## src/rtl/gfa_pkg.sv

```systemverilog
`timescale 1ns/1ps
package gfa_pkg;

    // True when z^m + ... + z + 1 is irreducible over GF(2):
    // m+1 is prime and 2 has multiplicative order m modulo m+1.
    function automatic bit aop_ok(input int m);
        int n;
        int r;
        n = m + 1;
        if (m < 4) return 1'b0;
        for (int d = 2; d < n; d++) begin
            if (n % d == 0) return 1'b0;
        end
        r = 1;
        for (int k = 1; k < m; k++) begin
            r = (r * 2) % n;
            if (r == 1) return 1'b0;
        end
        return 1'b1;
    endfunction

endpackage

```

## src/rtl/gfa_delay.sv

```systemverilog
`timescale 1ns/1ps
module gfa_delay #(
    parameter int DEPTH = 1
) (
    input  logic clk,
    input  logic rst,
    input  logic d,
    output logic q
);
    logic [DEPTH-1:0] sr;

    always_ff @(posedge clk) begin
        if (rst) begin
            sr <= '0;
        end else begin
            sr[0] <= d;
            for (int k = 1; k < DEPTH; k++) begin
                sr[k] <= sr[k-1];
            end
        end
    end

    assign q = sr[DEPTH-1];
endmodule

```

## src/rtl/gfa_entry_cell.sv

```systemverilog
`timescale 1ns/1ps
module gfa_entry_cell #(
    parameter int M = 10
) (
    input  logic         clk,
    input  logic         rst,
    input  logic         v_in,
    input  logic [M-1:0] a_in,
    input  logic         b_bit,
    output logic         v_q,
    output logic [M-1:0] a_q,
    output logic [M:0]   s_q
);
    // A*alpha is A shifted up one place into M+1 bits; gated by operand bit 1.
    logic [M:0] s_n;
    assign s_n = {a_in & {M{b_bit}}, 1'b0};

    always_ff @(posedge clk) begin
        if (rst) begin
            v_q <= 1'b0;
            a_q <= '0;
            s_q <= '0;
        end else begin
            v_q <= v_in;
            a_q <= a_in;
            s_q <= s_n;
        end
    end
endmodule

```

## src/rtl/gfa_pe.sv

```systemverilog
`timescale 1ns/1ps
module gfa_pe #(
    parameter int M     = 10,
    parameter int SHIFT = 1
) (
    input  logic         clk,
    input  logic         rst,
    input  logic         v_in,
    input  logic [M-1:0] a_in,
    input  logic [M:0]   s_in,
    input  logic         b_bit,
    output logic         v_q,
    output logic [M-1:0] a_q,
    output logic [M:0]   s_q
);
    localparam int W = M + 1;

    // A*alpha^(SHIFT+1) in redundant form: A*alpha rotated left by SHIFT
    // over W positions. Position SHIFT of that word is always zero, so the
    // partial-sum bit there passes through with no gate.
    logic [M:0] s_n;
    assign s_n[SHIFT] = s_in[SHIFT];

    for (genvar j = 1; j <= M; j++) begin : g_tap
        localparam int POS = (j + SHIFT) % W;
        assign s_n[POS] = s_in[POS] ^ (a_in[j-1] & b_bit);
    end

    always_ff @(posedge clk) begin
        if (rst) begin
            v_q <= 1'b0;
            a_q <= '0;
            s_q <= '0;
        end else begin
            v_q <= v_in;
            a_q <= a_in;
            s_q <= s_n;
        end
    end
endmodule

```

## src/rtl/gfa_exit_cell.sv

```systemverilog
`timescale 1ns/1ps
module gfa_exit_cell #(
    parameter int M = 10
) (
    input  logic         clk,
    input  logic         rst,
    input  logic         v_in,
    input  logic [M-1:0] a_in,
    input  logic [M:0]   s_in,
    input  logic         b_bit,
    output logic         v_out,
    output logic [M-1:0] prod
);
    // z^m == z^(m-1) + ... + 1 : fold the top coefficient into every lower bit.
    logic [M-1:0] red;
    assign red = s_in[M-1:0] ^ {M{s_in[M]}};

    logic [M-1:0] red_q;
    logic [M-1:0] a_q;
    logic         b0_q;
    logic         v_q;

    always_ff @(posedge clk) begin
        if (rst) begin
            red_q <= '0;
            a_q   <= '0;
            b0_q  <= 1'b0;
            v_q   <= 1'b0;
        end else begin
            red_q <= red;
            a_q   <= a_in;
            b0_q  <= b_bit;
            v_q   <= v_in;
        end
    end

    assign prod  = red_q ^ (a_q & {M{b0_q}});
    assign v_out = v_q;
endmodule

```

## src/rtl/gfa_mult.sv

```systemverilog
`timescale 1ns/1ps
module gfa_mult #(
    parameter int M = 10
) (
    input  logic         clk,
    input  logic         rst,
    input  logic         in_valid,
    input  logic [M-1:0] a_in,
    input  logic [M-1:0] b_in,
    output logic         out_valid,
    output logic [M-1:0] product
);
    localparam int NPE = M - 2;

    if (!gfa_pkg::aop_ok(M)) begin : g_bad_m
        $error("gfa_mult: all-one polynomial of this degree is not irreducible");
    end

    // Operand-bit skew: bit k (k>=1) meets stage k-1; bit 0 meets the exit cell.
    logic [M-1:0] b_sk;
    for (genvar k = 0; k < M; k++) begin : g_skew
        if (k == 1) begin : g_direct
            assign b_sk[k] = b_in[k];
        end else begin : g_delayed
            localparam int D = (k == 0) ? (M - 1) : (k - 1);
            gfa_delay #(.DEPTH(D)) u_dly (
                .clk (clk),
                .rst (rst),
                .d   (b_in[k]),
                .q   (b_sk[k])
            );
        end
    end

    // Stage 0 is the entry cell, stage i is element i.
    logic         v_ch [0:NPE];
    logic [M-1:0] a_ch [0:NPE];
    logic [M:0]   s_ch [0:NPE];

    gfa_entry_cell #(.M(M)) u_entry (
        .clk   (clk),
        .rst   (rst),
        .v_in  (in_valid),
        .a_in  (a_in),
        .b_bit (b_sk[1]),
        .v_q   (v_ch[0]),
        .a_q   (a_ch[0]),
        .s_q   (s_ch[0])
    );

    for (genvar i = 1; i <= NPE; i++) begin : g_pe
        gfa_pe #(.M(M), .SHIFT(i)) u_pe (
            .clk   (clk),
            .rst   (rst),
            .v_in  (v_ch[i-1]),
            .a_in  (a_ch[i-1]),
            .s_in  (s_ch[i-1]),
            .b_bit (b_sk[i+1]),
            .v_q   (v_ch[i]),
            .a_q   (a_ch[i]),
            .s_q   (s_ch[i])
        );
    end

    gfa_exit_cell #(.M(M)) u_exit (
        .clk   (clk),
        .rst   (rst),
        .v_in  (v_ch[NPE]),
        .a_in  (a_ch[NPE]),
        .s_in  (s_ch[NPE]),
        .b_bit (b_sk[0]),
        .v_out (out_valid),
        .prod  (product)
    );
endmodule

```

## config.mk

```make
export PLATFORM = sky130hd
export DESIGN_NAME = gfa_mult
export DESIGN_NICKNAME = d
export VERILOG_FILES = /design/src/rtl/gfa_pkg.sv /design/src/rtl/gfa_delay.sv /design/src/rtl/gfa_entry_cell.sv /design/src/rtl/gfa_pe.sv /design/src/rtl/gfa_exit_cell.sv /design/src/rtl/gfa_mult.sv
export SDC_FILE = /design/constraint.sdc
export NUM_CORES = 1
export LEC_CHECK = 0
export ABC_AREA = 1
export BUFFER_PORTS_ARGS = -buffer_cell sky130_fd_sc_hd__buf_4
export CORE_MARGIN = 2
export CORE_UTILIZATION = 45
export CTS_BUF_LIST = sky130_fd_sc_hd__clkbuf_2
export DETAILED_ROUTE_END_ITERATION = 16
export SLEW_MARGIN = 20
export SYNTH_ARGS = -nofsm -noshare
export SYNTH_HDL_FRONTEND = slang
export SYNTH_SLANG_ARGS = --single-unit
```

## constraint.sdc

```tcl
create_clock -name clk -period 1.4 [get_ports clk]
set_clock_uncertainty 0.1 [all_clocks]
set_input_delay 0.14 -clock clk [delete_from_list [all_inputs] [get_ports clk]]
set_output_delay 0.14 -clock clk [all_outputs]
set_load 0.02 [all_outputs]
```

## Word-level counts from Yosys, hierarchy flattened

Cells that the tools add are included.

| cells by class | value |
|---|---|
| bitwise logic cells | 164 |

Operator list:

| kind | count |
|---|---|
| bitwise AND 1 bit | 80 |
| bitwise XOR 1 bit | 80 |
| bitwise AND 10 bit | 2 |
| bitwise XOR 10 bit | 2 |

| word-level totals | value |
|---|---|
| flip-flop bits (word level) | 265 |
| input port bits | 23 |
| output and inout port bits | 11 |

## Depth between registers and ports, before layout

| depth | value |
|---|---|
| word-level depth | 2 |
| depth in mapped cells | 6 |

## Cells and area by module

From an unflattened synthesis, not the netlist that was laid out.

| unflattened totals | value |
|---|---|
| cell total of the unflattened synthesis | 1067 |
| area total of the unflattened synthesis | 8772.2 sq um |

Modules (own cells, without submodules):

| module | cells each | seq. area each (sq um) | times used | area each (sq um) |
|---|---|---|---|---|
| gfa_pe | 90 | 440.4 | 8 | 744.5 |
| gfa_exit_cell | 142 | 440.4 | 1 | 929.6 |
| gfa_entry_cell | 68 | 420.4 | 1 | 623.1 |
| gfa_delay (g_skew[0].g_delayed.u_dly) | 28 | 180.2 | 1 | 259.0 |
| gfa_delay (g_skew[9].g_delayed.u_dly) | 25 | 160.2 | 1 | 231.5 |
| gfa_delay (g_skew[8].g_delayed.u_dly) | 21 | 140.1 | 1 | 192.7 |
| gfa_delay (g_skew[7].g_delayed.u_dly) | 18 | 120.1 | 1 | 165.2 |
| gfa_delay (g_skew[6].g_delayed.u_dly) | 15 | 100.1 | 1 | 137.6 |
| gfa_delay (g_skew[5].g_delayed.u_dly) | 12 | 80.1 | 1 | 110.1 |
| gfa_delay (g_skew[4].g_delayed.u_dly) | 9 | 60.1 | 1 | 82.6 |
| gfa_delay (g_skew[3].g_delayed.u_dly) | 6 | 40.0 | 1 | 55.1 |
| gfa_delay (g_skew[2].g_delayed.u_dly) | 3 | 20.0 | 1 | 30.0 |

## Worst setup path before layout

OpenSTA, ideal clock, no wires.

| path | value |
|---|---|
| path type | register -> output |
| start | register u_exit.b0_q |
| end | output product[0] |
| path slack | 260 ps |
| data arrival time | 900 ps |
| cell stages (with the launch flop) | 4 |
| data required time | 1160 ps |
| cell sequence | dfxtp_1 > buf_2 > nand2_1 > xnor2_1 |

| on the way | value |
|---|---|
| longest elaborated chain between the ends | 2 |

RTL lines:

| item | RTL line | text |
|---|---|---|
| start, declared | gfa_exit_cell.sv:20 | `logic b0_q;` |
| start signal, assigned | gfa_exit_cell.sv:32 | `b0_q <= b_bit;` |
| bitwise AND 10 bit | gfa_exit_cell.sv:37 | `assign prod = red_q ^ (a_q & {M{b0_q}});` |
| bitwise XOR 10 bit | gfa_exit_cell.sv:37 |  |
| end, declared | gfa_mult.sv:11 | `output logic [M-1:0] product` |

No other way between the ends.

## Final worst setup path

| path | value |
|---|---|
| start | register u_exit.b0_q |
| end | output product[9] |

Same word-level chain as after synthesis.

==> results.json <==
{
  "cts_sinks": 264,
  "yosysWarnings": 0,
  "post_synth_inst_count": 1030,
  "antenna_left": 0,
  "rsz0062_at_grt": "yes",
  "p_per_area_nw_per_um2": 1270,
  "grt_pass1_wl_um": 21900,
  "clkTransAtPathRegs_ps": 90,
  "vias": 5938,
  "cts-root-buf": "clkbuf_2",
  "design.core.area_um2": 18700,
  "hold_class": "primary input to register",
  "yosys-top-cells-count": "264 x dfxtp_1, 264 x nor2_1, 164 x inv_1, 110 x nand2_1",
  "synth_top_cells_by_area": "dfxtp_1 62%, nor2_1 12%, inv_1 7.2%",
  "io_buffers": 33,
  "slew_headroom_pct": 73.6,
  "wl_per_cell_um": 8.70,
  "synth_edf_count": 0,
  "ios": 34,
  "grt_start_max_net_pins": 72,
  "tritoncts": "done",
  "violations": "setup timing",
  "grt_overflow_total": 0,
  "ys.flop_type": "dfxtp_1",
  "cts_made_buffers": 66,
  "syn-cell-area_um2": 8570,
  "antenna_found_initial": 1,
  "dp.final_hpwl_um": 6970,
  "period_needed_ps": 1770,
  "post-route-drc-count": 0,
  "synth.distinct_cells": 15,
  "layout-drive-gt1-share_pct": 13.0,
  "die_h_um": 142,
  "worst_slack_ps": -369,
  "fmax_ghz": 0.565,
  "criticalPathCategory": "register to output pin",
  "die-width_um": 142,
  "drtIter0Drc": 148,
  "setup-violations-final": 13,
  "maxSlewViolCount": 0,
  "ir_worst_vdd_mv": 0.543,
  "synth_nets": 1053,
  "finalHoldViolations": 0,
  "clock_latency_ps": 760,
  "p_leak_uw": 0.00420,
  "ctsLongestPathBuffers": 3,
  "vias_per_cell": 4.22,
  "seq_area_frac_synth_pct": 61.7,
  "critPathArrivalTime_ps": 1530,
  "die_area_um2": 20200,
  "cp_slowest_cell": "dfxtp_4",
  "finalSetupTns_ps": -3530,
  "min_period_over_period_pct": 126,
  "synth_top_area_share_pct": 61.7,
  "worstPathRequired_ps": 1160,
  "rows": 50,
  "fillerInstances": 1733,
  "postSynth.asyncResetShare_pct": 0,
  "crit_fanout": 10,
  "cp-end-kind": "output pin",
  "ys_seq_elements": 264,
  "grt_pass1_vias": 5376,
  "syn_area_per_cell_um2": 8.32,
  "initial_utilization_pct": 45.8,
  "p_total_uw": 12600,
  "wirelength_um": 12300,
  "start_kind": "register",
  "fin_nets": 1166,
  "cp_cell_sequence": "nand2_1 -> xnor2_1 -> buf_4",
  "drtPass1Iterations": 4,
  "syn2layout_area_growth_pct": 15.6,
  "yosysTopAreaCell": "dfxtp_1",
  "slowest_delay_ps": 410,
  "h-tree-depth": 3,
  "tightest_slew_ps": 397,
  "grt_usage_pct": 13.2,
  "postCtsSetupRepairBufs": 0,
  "status": "finished, violations left",
  "gp_congestion": 0.736,
  "drv_cap": 0
}
==> sequential cells by signal, summed over array words and instances, names as in the netlist <==
| register | count |
|---|---|
| g_pe.u_pe.a_q | 80 |
| g_pe.u_pe.s_q | 88 |
| g_pe.u_pe.v_q | 8 |
| g_skew.g_delayed.u_dly.q | 1 |
| g_skew.g_delayed.u_dly.sr | 44 |
| u_entry.a_q | 10 |
| u_entry.s_q | 10 |
| u_entry.v_q | 1 |
| u_exit.a_q | 10 |
| u_exit.b0_q | 1 |
| u_exit.red_q | 10 |
| u_exit.v_out | 1 |
==> routing by layer <==
| metal | track usage [%] | vias up | wire, um |
|---|---|---|---|
| met3 | 4.34 | 22 | 491 |
| met1 | 12.7 | 2489 | 5240 |
| met2 | 24.4 | 87 | 6260 |
| met5 | 0 | - | 0 |
| li1 | - | 3340 | - |
| met4 | 8.00 | 0 | 268 |
==> per-stage QoR <==
stage | setup WS [ps] | hold WS [ps] | util, % | instance area [um^2] | cells
global route | -524 | 30.0 | 52.9 | 9900 | 1408
detailed placement | 215 | 245 | 47.8 | 8950 | 1264
CTS | -476 | 30.4 | 53.6 | 10000 | 1421
floorplan | 260 | 147 | - | 8570 | 1030
finish | -369 | 92.5 | 52.9 | 9900 | 1408
global placement | 246 | 240 | 47.8 | 8950 | 1264
==> cell families (layout without fill, tap and decap cells) <==
logic type	count (synthesis)	in the layout	synth area share, %
other	0	1	0
flip-flops	264	264	61.7
AND/OR/NAND/NOR	463	463	21.6
AO/OA/AOI/OAI	79	79	4.62
buffers and inverters	214	357	11.1
XOR/XNOR	10	10	1.02
==> cell usage in the layout (no fill, tap or decap), drive strengths merged <==
| cell type | Yosys | routed |
|---|---|---|
| nor2 | 264 | 264 |
| inv | 165 | 166 |
| a21oi | 79 | 79 |
| nor3 | 10 | 10 |
| nand3 | 79 | 79 |
| dlygate4sd3 | 0 | 44 |
| nand2 | 110 | 110 |
| dfxtp | 264 | 264 |
| xnor2 | 10 | 10 |
| clkinv | 1 | 3 |
| clkbuf | 16 | 95 |
| buf | 32 | 48 |
| diode | 0 | 1 |
| dlymetal6s4s | 0 | 1 |
==> what timing repair did <==
action | CTS | global route
hold buffers | 59 | 0
hold endpoints to repair | 264 | 0
resized for setup | 4 | 7
endpoints found under the setup margin | 11 | 26
==> layout make-up <==
class | count | area [um^2] | share of cell area (%)
Antenna cell | 1 | 2.50 | 0.0253
Inverter | 166 | 628 | 6.34
Sequential cell | 264 | 5290 | 53.4
Clock inverter | 3 | 11.3 | 0.114
Timing Repair Buffer | 93 | 867 | 8.75
Multi-Input combinational cell | 552 | 2340 | 23.6
Clock buffer | 95 | 475 | 4.80
Tap cell | 234 | 293 | 2.96
==> worst max-delay path, delay by kind of cell, from the launching register on <==
kind,cells,cell delay [ps]
xor gates and xnor gates,1,150
and+or+nand+nor,1,70
buffers and inverters,1,170
DFF,1,410
==> report_power, final <==
group | internal, uW | switching (uW)
Sequential | 7630 | 59.7
Combinational | 244 | 272
Clock | 1750 | 2620
Total | 9620 | 2950
==> worst paths after layout <==
kind / start / endpoint / slack (ps) / cells after the start
worst max-delay path: u_exit.b0_q / product[9] / -370 / 3
worst min register to register: g_pe[6].u_pe.s_q[7] / g_pe[7].u_pe.s_q[7] / 270 / 2
worst max register to register: g_skew[7].g_delayed.u_dly.sr[5] / g_pe[6].u_pe.s_q[8] / 440 / 4
worst min-delay path: a_in[6] / u_entry.s_q[7] / 90 / 4
(Power assumes the default switching activity.)
